`src/rtl/wdt_pkg.sv`:
```
package wdt_pkg;
  localparam int CSR_OVF  = 7;
  localparam int CSR_WDM  = 6;
  localparam int CSR_TME  = 5;
  localparam int CSR_RSTE = 4;
  localparam int CSR_RTYP = 3;
  localparam int CKS_W    = 3;

  typedef enum logic [1:0] {
    MR_IDLE = 2'd0,
    MR_PEND = 2'd1,
    MR_ACT  = 2'd2
  } mr_state_e;
endpackage

```
`src/rtl/wdt_prescaler.sv`:
```
module wdt_prescaler #(
  parameter int SHIFT_STEP = 2
) (
  input  logic                     clk_i,
  input  logic                     rst_ni,
  input  logic                     run_i,
  input  logic                     clr_i,
  input  logic [wdt_pkg::CKS_W-1:0] cks_i,
  output logic                     tick_o
);
  localparam int PRE_W = ((1 << wdt_pkg::CKS_W) - 1) * SHIFT_STEP;

  logic [PRE_W-1:0] pre_q;
  logic [PRE_W-1:0] mask;

  assign mask   = ~({PRE_W{1'b1}} << (int'(cks_i) * SHIFT_STEP));
  assign tick_o = run_i && ((pre_q & mask) == mask);

  always_ff @(posedge clk_i or negedge rst_ni) begin
    if (!rst_ni)             pre_q <= '0;
    else if (clr_i || !run_i) pre_q <= '0;
    else                     pre_q <= pre_q + 1'b1;
  end
endmodule

```
`src/rtl/wdt_core.sv`:
```
module wdt_core #(
  parameter int         CNT_W   = 8,
  parameter logic [7:0] KEY_CNT = 8'h5A,
  parameter logic [7:0] KEY_CSR = 8'hA5
) (
  input  logic             clk_i,
  input  logic             rst_ni,
  input  logic             wr_en_i,
  input  logic             wr_sel_i,
  input  logic [15:0]      wr_data_i,
  input  logic             tick_i,
  output logic [CNT_W-1:0] cnt_o,
  output logic [7:0]       csr_o,
  output logic             irq_o,
  output logic             wd_ovf_o,
  output logic             pre_clr_o,
  output logic             por_req_o,
  output logic             mrst_req_o
);
  import wdt_pkg::*;

  logic [CNT_W-1:0] cnt_q;
  logic [7:0]       csr_q;
  logic             ovf_evt, wr_cnt, wr_csr, wd_rst;

  assign ovf_evt    = tick_i && (cnt_q == '1);
  assign wr_cnt     = wr_en_i && !wr_sel_i && (wr_data_i[15:8] == KEY_CNT);
  assign wr_csr     = wr_en_i &&  wr_sel_i && (wr_data_i[15:8] == KEY_CSR);
  assign wd_ovf_o   = ovf_evt && csr_q[CSR_WDM];
  assign wd_rst     = wd_ovf_o && csr_q[CSR_RSTE];
  assign pre_clr_o  = wd_ovf_o && !csr_q[CSR_RSTE];
  assign por_req_o  = wd_rst && !csr_q[CSR_RTYP];
  assign mrst_req_o = wd_rst &&  csr_q[CSR_RTYP];
  assign irq_o      = csr_q[CSR_OVF] && !csr_q[CSR_WDM];
  assign cnt_o      = cnt_q;
  assign csr_o      = csr_q;

  always_ff @(posedge clk_i or negedge rst_ni) begin
    if (!rst_ni) begin
      cnt_q <= '0;
      csr_q <= '0;
    end else if (ovf_evt) begin
      cnt_q <= '0;
      if (!csr_q[CSR_WDM]) begin
        csr_q[CSR_OVF] <= 1'b1;
      end else if (!csr_q[CSR_RSTE]) begin
        csr_q <= '0;
      end else begin
        csr_q[CSR_OVF] <= 1'b1;
        csr_q[CSR_TME] <= 1'b0;
      end
    end else begin
      if (wr_cnt)      cnt_q <= wr_data_i[CNT_W-1:0];
      else if (tick_i) cnt_q <= cnt_q + 1'b1;
      if (wr_csr)
        csr_q <= {csr_q[CSR_OVF] & wr_data_i[CSR_OVF], wr_data_i[6:0]};
    end
  end
endmodule

```
`src/rtl/wdt_pulse_gen.sv`:
```
module wdt_pulse_gen #(
  parameter int LEN = 128
) (
  input  logic clk_i,
  input  logic rst_ni,
  input  logic start_i,
  output logic active_o
);
  localparam int LW = $clog2(LEN + 1);

  logic [LW-1:0] left_q;

  assign active_o = (left_q != '0);

  always_ff @(posedge clk_i or negedge rst_ni) begin
    if (!rst_ni)       left_q <= '0;
    else if (start_i)  left_q <= LW'(LEN);
    else if (active_o) left_q <= left_q - 1'b1;
  end
endmodule

```
`src/rtl/wdt_mrst_defer.sv`:
```
module wdt_mrst_defer #(
  parameter int RST_WIN = 512
) (
  input  logic clk_i,
  input  logic rst_ni,
  input  logic req_i,
  input  logic blocked_i,
  output logic mrst_o
);
  import wdt_pkg::*;

  localparam int WIN_W = $clog2(RST_WIN);
  localparam logic [WIN_W-1:0] WIN_LAST = WIN_W'(RST_WIN - 1);

  mr_state_e        st_q;
  logic [WIN_W-1:0] win_q;

  assign mrst_o = (st_q == MR_ACT);

  always_ff @(posedge clk_i or negedge rst_ni) begin
    if (!rst_ni) begin
      st_q  <= MR_IDLE;
      win_q <= '0;
    end else begin
      unique case (st_q)
        MR_IDLE: if (req_i) begin
          st_q  <= MR_PEND;
          win_q <= '0;
        end
        MR_PEND: begin
          if (!blocked_i) begin
            st_q  <= MR_ACT;
            win_q <= '0;
          end else if (win_q == WIN_LAST) begin
            st_q  <= MR_IDLE;   // waited a full window: drop request
          end else begin
            win_q <= win_q + 1'b1;
          end
        end
        MR_ACT: begin
          if (win_q == WIN_LAST) st_q <= MR_IDLE;
          else                   win_q <= win_q + 1'b1;
        end
        default: st_q <= MR_IDLE;
      endcase
    end
  end
endmodule

```
`src/rtl/wdt_rst_ctrl.sv`:
```
module wdt_rst_ctrl #(
  parameter int         CNT_W      = 8,
  parameter int         SHIFT_STEP = 2,
  parameter int         PULSE_W    = 128,
  parameter int         RST_WIN    = 512,
  parameter logic [7:0] KEY_CNT    = 8'h5A,
  parameter logic [7:0] KEY_CSR    = 8'hA5
) (
  input  logic             clk_i,
  input  logic             rst_ni,
  input  logic             wr_en_i,
  input  logic             wr_sel_i,
  input  logic [15:0]      wr_data_i,
  input  logic             bus_busy_i,
  input  logic             bus_rel_i,
  input  logic             burst_i,
  output logic [CNT_W-1:0] cnt_o,
  output logic [7:0]       csr_o,
  output logic             irq_o,
  output logic             ovf_n_o,
  output logic             por_rst_o,
  output logic             mrst_o
);
  import wdt_pkg::*;

  logic tick, wd_ovf, pre_clr, por_req, mrst_req, pin_act;

  wdt_prescaler #(.SHIFT_STEP(SHIFT_STEP)) u_pre (
    .clk_i  (clk_i),
    .rst_ni (rst_ni),
    .run_i  (csr_o[CSR_TME]),
    .clr_i  (pre_clr),
    .cks_i  (csr_o[CKS_W-1:0]),
    .tick_o (tick)
  );

  wdt_core #(.CNT_W(CNT_W), .KEY_CNT(KEY_CNT), .KEY_CSR(KEY_CSR)) u_core (
    .clk_i      (clk_i),
    .rst_ni     (rst_ni),
    .wr_en_i    (wr_en_i),
    .wr_sel_i   (wr_sel_i),
    .wr_data_i  (wr_data_i),
    .tick_i     (tick),
    .cnt_o      (cnt_o),
    .csr_o      (csr_o),
    .irq_o      (irq_o),
    .wd_ovf_o   (wd_ovf),
    .pre_clr_o  (pre_clr),
    .por_req_o  (por_req),
    .mrst_req_o (mrst_req)
  );

  wdt_pulse_gen #(.LEN(PULSE_W)) u_pin (
    .clk_i    (clk_i),
    .rst_ni   (rst_ni),
    .start_i  (wd_ovf),
    .active_o (pin_act)
  );

  wdt_pulse_gen #(.LEN(RST_WIN)) u_por (
    .clk_i    (clk_i),
    .rst_ni   (rst_ni),
    .start_i  (por_req),
    .active_o (por_rst_o)
  );

  wdt_mrst_defer #(.RST_WIN(RST_WIN)) u_mrst (
    .clk_i     (clk_i),
    .rst_ni    (rst_ni),
    .req_i     (mrst_req),
    .blocked_i (bus_busy_i || bus_rel_i || burst_i),
    .mrst_o    (mrst_o)
  );

  assign ovf_n_o = !pin_act;
endmodule

```
`config.mk`:
```
export PLATFORM = sky130hd
export DESIGN_NAME = wdt_rst_ctrl
export DESIGN_NICKNAME = d
export VERILOG_FILES = /design/src/rtl/wdt_pkg.sv /design/src/rtl/wdt_prescaler.sv /design/src/rtl/wdt_core.sv /design/src/rtl/wdt_pulse_gen.sv /design/src/rtl/wdt_mrst_defer.sv /design/src/rtl/wdt_rst_ctrl.sv
export SDC_FILE = /design/constraint.sdc
export NUM_CORES = 1
export LEC_CHECK = 0
export ABC_AREA = 1
export BUFFER_PORTS_ARGS = -buffer_cell sky130_fd_sc_hd__buf_2
export CAP_MARGIN = 25
export CELL_PAD_IN_SITES_DETAIL_PLACEMENT = 0
export CELL_PAD_IN_SITES_GLOBAL_PLACEMENT = 2
export CORE_ASPECT_RATIO = 1.5
export CORE_UTILIZATION = 30
export CTS_CLUSTER_SIZE = 28
export DETAILED_ROUTE_END_ITERATION = 12
export PLACE_DENSITY_LB_ADDON = 0.25
export SKIP_CTS_REPAIR_TIMING = 1
export SLEW_MARGIN = 20
export SYNTH_ARGS = -nofsm -noshare
export SYNTH_HDL_FRONTEND = slang
export SYNTH_SLANG_ARGS = --single-unit
```
`constraint.sdc`:
```
create_clock -name clk_i -period 1.8 [get_ports clk_i]
set_clock_uncertainty 0.2 [all_clocks]
set_input_delay 0.27 -clock clk_i [delete_from_list [all_inputs] [get_ports clk_i]]
set_output_delay 0.27 -clock clk_i [all_outputs]
set_load 0.005 [all_outputs]
```
==> parameters.txt <==
Parameter                              Value

Placed design
  Global placer's final weighted congestion ... 0.748
  Placed Area ... 4480 um^2
  Cell Count Post-Placement ... 736
  Place WS ... -0.186 ns
  Count of input and output buffers ... 42
  DP HPWL ... 7.03 mm

Worst setup path
  Critical path endpoint category ... primary output
  Worst EP required ... 1.33 ns
  Data arrival at the endpoint of the critical path ... 1.76 ns
  Max stage delay on crit path ... 0.39 ns
  Worst path buffer plus inverter count ... 3
  Crit Path Category ... flip-flop to primary output
  Worst-path cell chain ... inv_2 > ha_4 > nor3b_4 > nand2_2 > nor3_2 > nand2_1 > nor2_2 > inv_1 > buf_2
  Gate family responsible for the most delay along the worst path ... simple AND/OR/NAND/NOR gates
  Largest fanout on the critical path ... 3
  Crit path max-delay cell type ... sky130_fd_sc_hd__dfrtp_1
  Type of element launching the critical path ... flip-flop

Routing
  Average wire per standard cell ... 12.9 um
  Number of detailed-routing iterations run before antenna repair ... 4
  Violation count after the first detailed-route iteration ... 123
  Overall via count from detail_route ... 3,607
  Final WL ... 10.0 mm
  DRC violations left ... 0
  Detailed-route vias per instance ... 4.64
  Antenna violation net count after detailed routing ... 0

GRT
  Number of antenna violations at the first check in global routing ... 0
  Largest net degree at the start of global routing ... 60
  Global routing usage summed across all routing layers ... 0.164
  Via count of the first global-routing pass ... 3,509
  Global route overflow ... 0
  Wire length of the first global-routing pass ... 15.8 mm

CTS
  Clock Tree Buf Depth ... 2
  H-tree levels ... 3
  Worst-skew pair later-pin latency ... 0.33 ns
  TritonCTS clock tree ... yes
  Number of buffers created by CTS ... 9
  Cell at the root of the clock tree ... sky130_fd_sc_hd__clkbuf_16
  Clock slew at reported path FFs ... 0.05 ns
  Clock Sinks ... 59

Logic synthesis
  Yosys cell types ... 32
  Post-synthesis xor/xnor area fraction ... 0.0471
  Compound-cell area share of the yosys netlist ... 0.0872
  Net count of the mapped netlist ... 513
  Area contributors post-synth ... sky130_fd_sc_hd__dfrtp_1, sky130_fd_sc_hd__nand2_1, sky130_fd_sc_hd__inv_1, sky130_fd_sc_hd__nor2_1, sky130_fd_sc_hd__nand3_1
  Synthesized-area fraction occupied by and/or/nand/nor cells ... 0.324
  Flip-flop and latch count after synthesis ... 59
  Number of synthesis warnings ... 0
  Library cell with the largest summed area after synthesis ... sky130_fd_sc_hd__dfrtp_1
  Sequential cell area fraction in the yosys report ... 0.418
  Mapped Cells ... 480
  Synth Area in Adders ... 0.0354
  Synthesized area ... 3530 um^2
  Mean instance size in the synthesized netlist ... 7.36 um^2
  Combinational family with the most area after synthesis ... simple AND/OR/NAND/NOR gates
  Share of Yosys cell area claimed by the top area cell type ... 0.418
  Multiplexer area fraction after synthesis ... 0

Min path
  Worst min path class ... input port to flip-flop

Pwr
  Leakage ... 2.84 nW
  Combinational share of power ... 0.079
  Switching fraction of total power ... 0.224
  Internal cell power ... 0.00269 W
  Sequential share of power ... 0.397
  PwrDens ... 627 nW/um^2
  Final Total Pwr ... 0.00347 W
  Portion of total power attributed to the clock network ... 0.524
  Net switching power of the design ... 0.000776 W
  Worst VDD drop ... 0.000492 V

Timing
  FMAX ... 449 MHz
  Final hold violation count ... 0
  Number of failing setup endpoints in the final timing report ... 59
  Transition time at the pin with the least slew margin ... 0.391 ns
  RSZ-0062 raised after global routing ... true
  Setup WS post-layout ... -0.429 ns
  Tmin final ... 2.23 ns
  Final worst path period share ... 1.24
  Minimum hold slack ... 0.0147 ns
  Max Slew Vio Count ... 0
  Worst max-slew margin expressed relative to the limit ... 0.738

Die
  Number of standard-cell rows in the floorplan ... 48
  Width of the die ... 90.6 um
  Vertical die dimension ... 135 um
  Initial standard-cell utilization of the core ... 0.308
  Number of top-level pins ... 43
  Area inside the core boundary ... 11,500 um^2
  Die footprint ... 12,200 um^2

Finish
  Commonest cells after routing, fill and taps aside ... sky130_fd_sc_hd__nand2_1, sky130_fd_sc_hd__buf_4, sky130_fd_sc_hd__inv_1
  Number of standard cells in the final layout excluding fillers ... 777
  Final instance area ... 5530 um^2
  Diodes inserted ... 0
  Share of post-route cells with drive strength above 1 ... 0.397
  Most common cell after layout, fill and taps aside ... sky130_fd_sc_hd__nand2_1
  Area overhead of the layout relative to synthesis ... 56.6%
  Number of nets in the final layout ... 655

Status
  Violations in the final reports ... setup timing
  Result of the run ... finished, violations left

Job
  Max-cap violation count ... 0
per-layer routing:
layer  wire (um)  GRT usage  vias to the layer above
met1        3860      0.169                     1716
met4         203     0.0851                        0
met5           0          0                        -
li1            -          -                     1824
met3         233     0.0282                       15
met2        5750      0.312                       52
synth_stat cells:
cell type,number
sky130_fd_sc_hd__nand2_1,111
sky130_fd_sc_hd__inv_1,74
sky130_fd_sc_hd__nor2_1,67
sky130_fd_sc_hd__dfrtp_1,59
sky130_fd_sc_hd__nand3_1,39
sky130_fd_sc_hd__o21ai_0,28
sky130_fd_sc_hd__xor2_1,16
sky130_fd_sc_hd__a21oi_1,13
sky130_fd_sc_hd__nand4_1,13
sky130_fd_sc_hd__ha_1,10
sky130_fd_sc_hd__nand2_2,8
sky130_fd_sc_hd__nor3_1,5
sky130_fd_sc_hd__a21o_1,4
sky130_fd_sc_hd__o22ai_1,4
sky130_fd_sc_hd__nor2_4,3
sky130_fd_sc_hd__nor4_1,3
sky130_fd_sc_hd__xnor2_1,3
sky130_fd_sc_hd__a31oi_1,2
sky130_fd_sc_hd__buf_4,2
sky130_fd_sc_hd__nand3_2,2
sky130_fd_sc_hd__nor3b_1,2
sky130_fd_sc_hd__o211ai_1,2
sky130_fd_sc_hd__a211oi_1,1
sky130_fd_sc_hd__buf_6,1
sky130_fd_sc_hd__clkbuf_1,1
sky130_fd_sc_hd__inv_2,1
sky130_fd_sc_hd__nand3b_1,1
sky130_fd_sc_hd__nand4_2,1
sky130_fd_sc_hd__nor2_2,1
sky130_fd_sc_hd__nor3_2,1
sky130_fd_sc_hd__o21a_1,1
sky130_fd_sc_hd__o21ai_1,1
cell families (layout without fill, tap and decap cells):
group / count (synthesis) / after routing
compound gates: 56 / 56
xor+xnor: 19 / 19
fa+ha+maj: 10 / 10
buf+inv: 79 / 224
flops: 59 / 59
simple gates: 257 / 259
final timing paths:
path | start | to | slack (ns) | cells past startpoint
max | u_por.left_q[0] | por_rst_o | -0.43 | 9
min | wr_data_i[1] | u_core.csr_o[1] | 0.01 | 3
max reg2reg | u_core.csr_o[1] | u_pre.pre_q[4] | -0.18 | 9
min reg2reg | u_core.cnt_o[7] | u_core.cnt_o[7] | 0.32 | 2
max in group asynchronous | rst_ni | u_core.csr_o[1] | 0.81 | 3
min in group asynchronous | rst_ni | u_por.left_q[0] | 0.29 | 3
flip-flops by register name, summed over array words and instances, names as in the netlist:
signal / flops
u_core.cnt_o: 8
u_mrst.st_q: 2
u_pin.left_q: 8
u_core.csr_o: 8
u_mrst.win_q: 9
u_por.left_q: 10
u_pre.pre_q: 14
metrics by stage:
stage	setup TNS, ns	utilization
2_1_floorplan	-1.02	-
3_3_place_gp	-5.23	0.390
3_5_place_dp	-7.03	0.390
4_1_cts	-9.21	0.418
5_1_grt	-12.70	0.482
6_report	-6.90	0.482
cell type report:
type | count | area, um^2
multi-input cells | 344 | 2250
fillers | 1169 | 5940
repair buffers | 133 | 1020
inverters | 75 | 289
clock inverters | 5 | 77.6
flip-flops and latches | 59 | 1480
clock buffers | 11 | 233
well taps | 150 | 188
worst register-to-register path: cells and delay by family, from the launching register on:
| family | cells | cell delay (ns) |
|---|---|---|
| and+or+nand+nor | 7 | 0.99 |
| DFF | 1 | 0.44 |
| buffers and inverters | 1 | 0.14 |
| AOI/OAI and AO/OA | 1 | 0.09 |
power by group through the flow:
stage	clock (W)	combinational, W	sequential [W]
floorplan	0	0.0000736	0.00140
global placement	0	0.000215	0.00139
detailed placement	0	0.000216	0.00139
CTS	0.00187	0.000217	0.00137
global route	0.00191	0.000308	0.00138
finish	0.00182	0.000276	0.00138
Power figures use the tool's default switching activity.
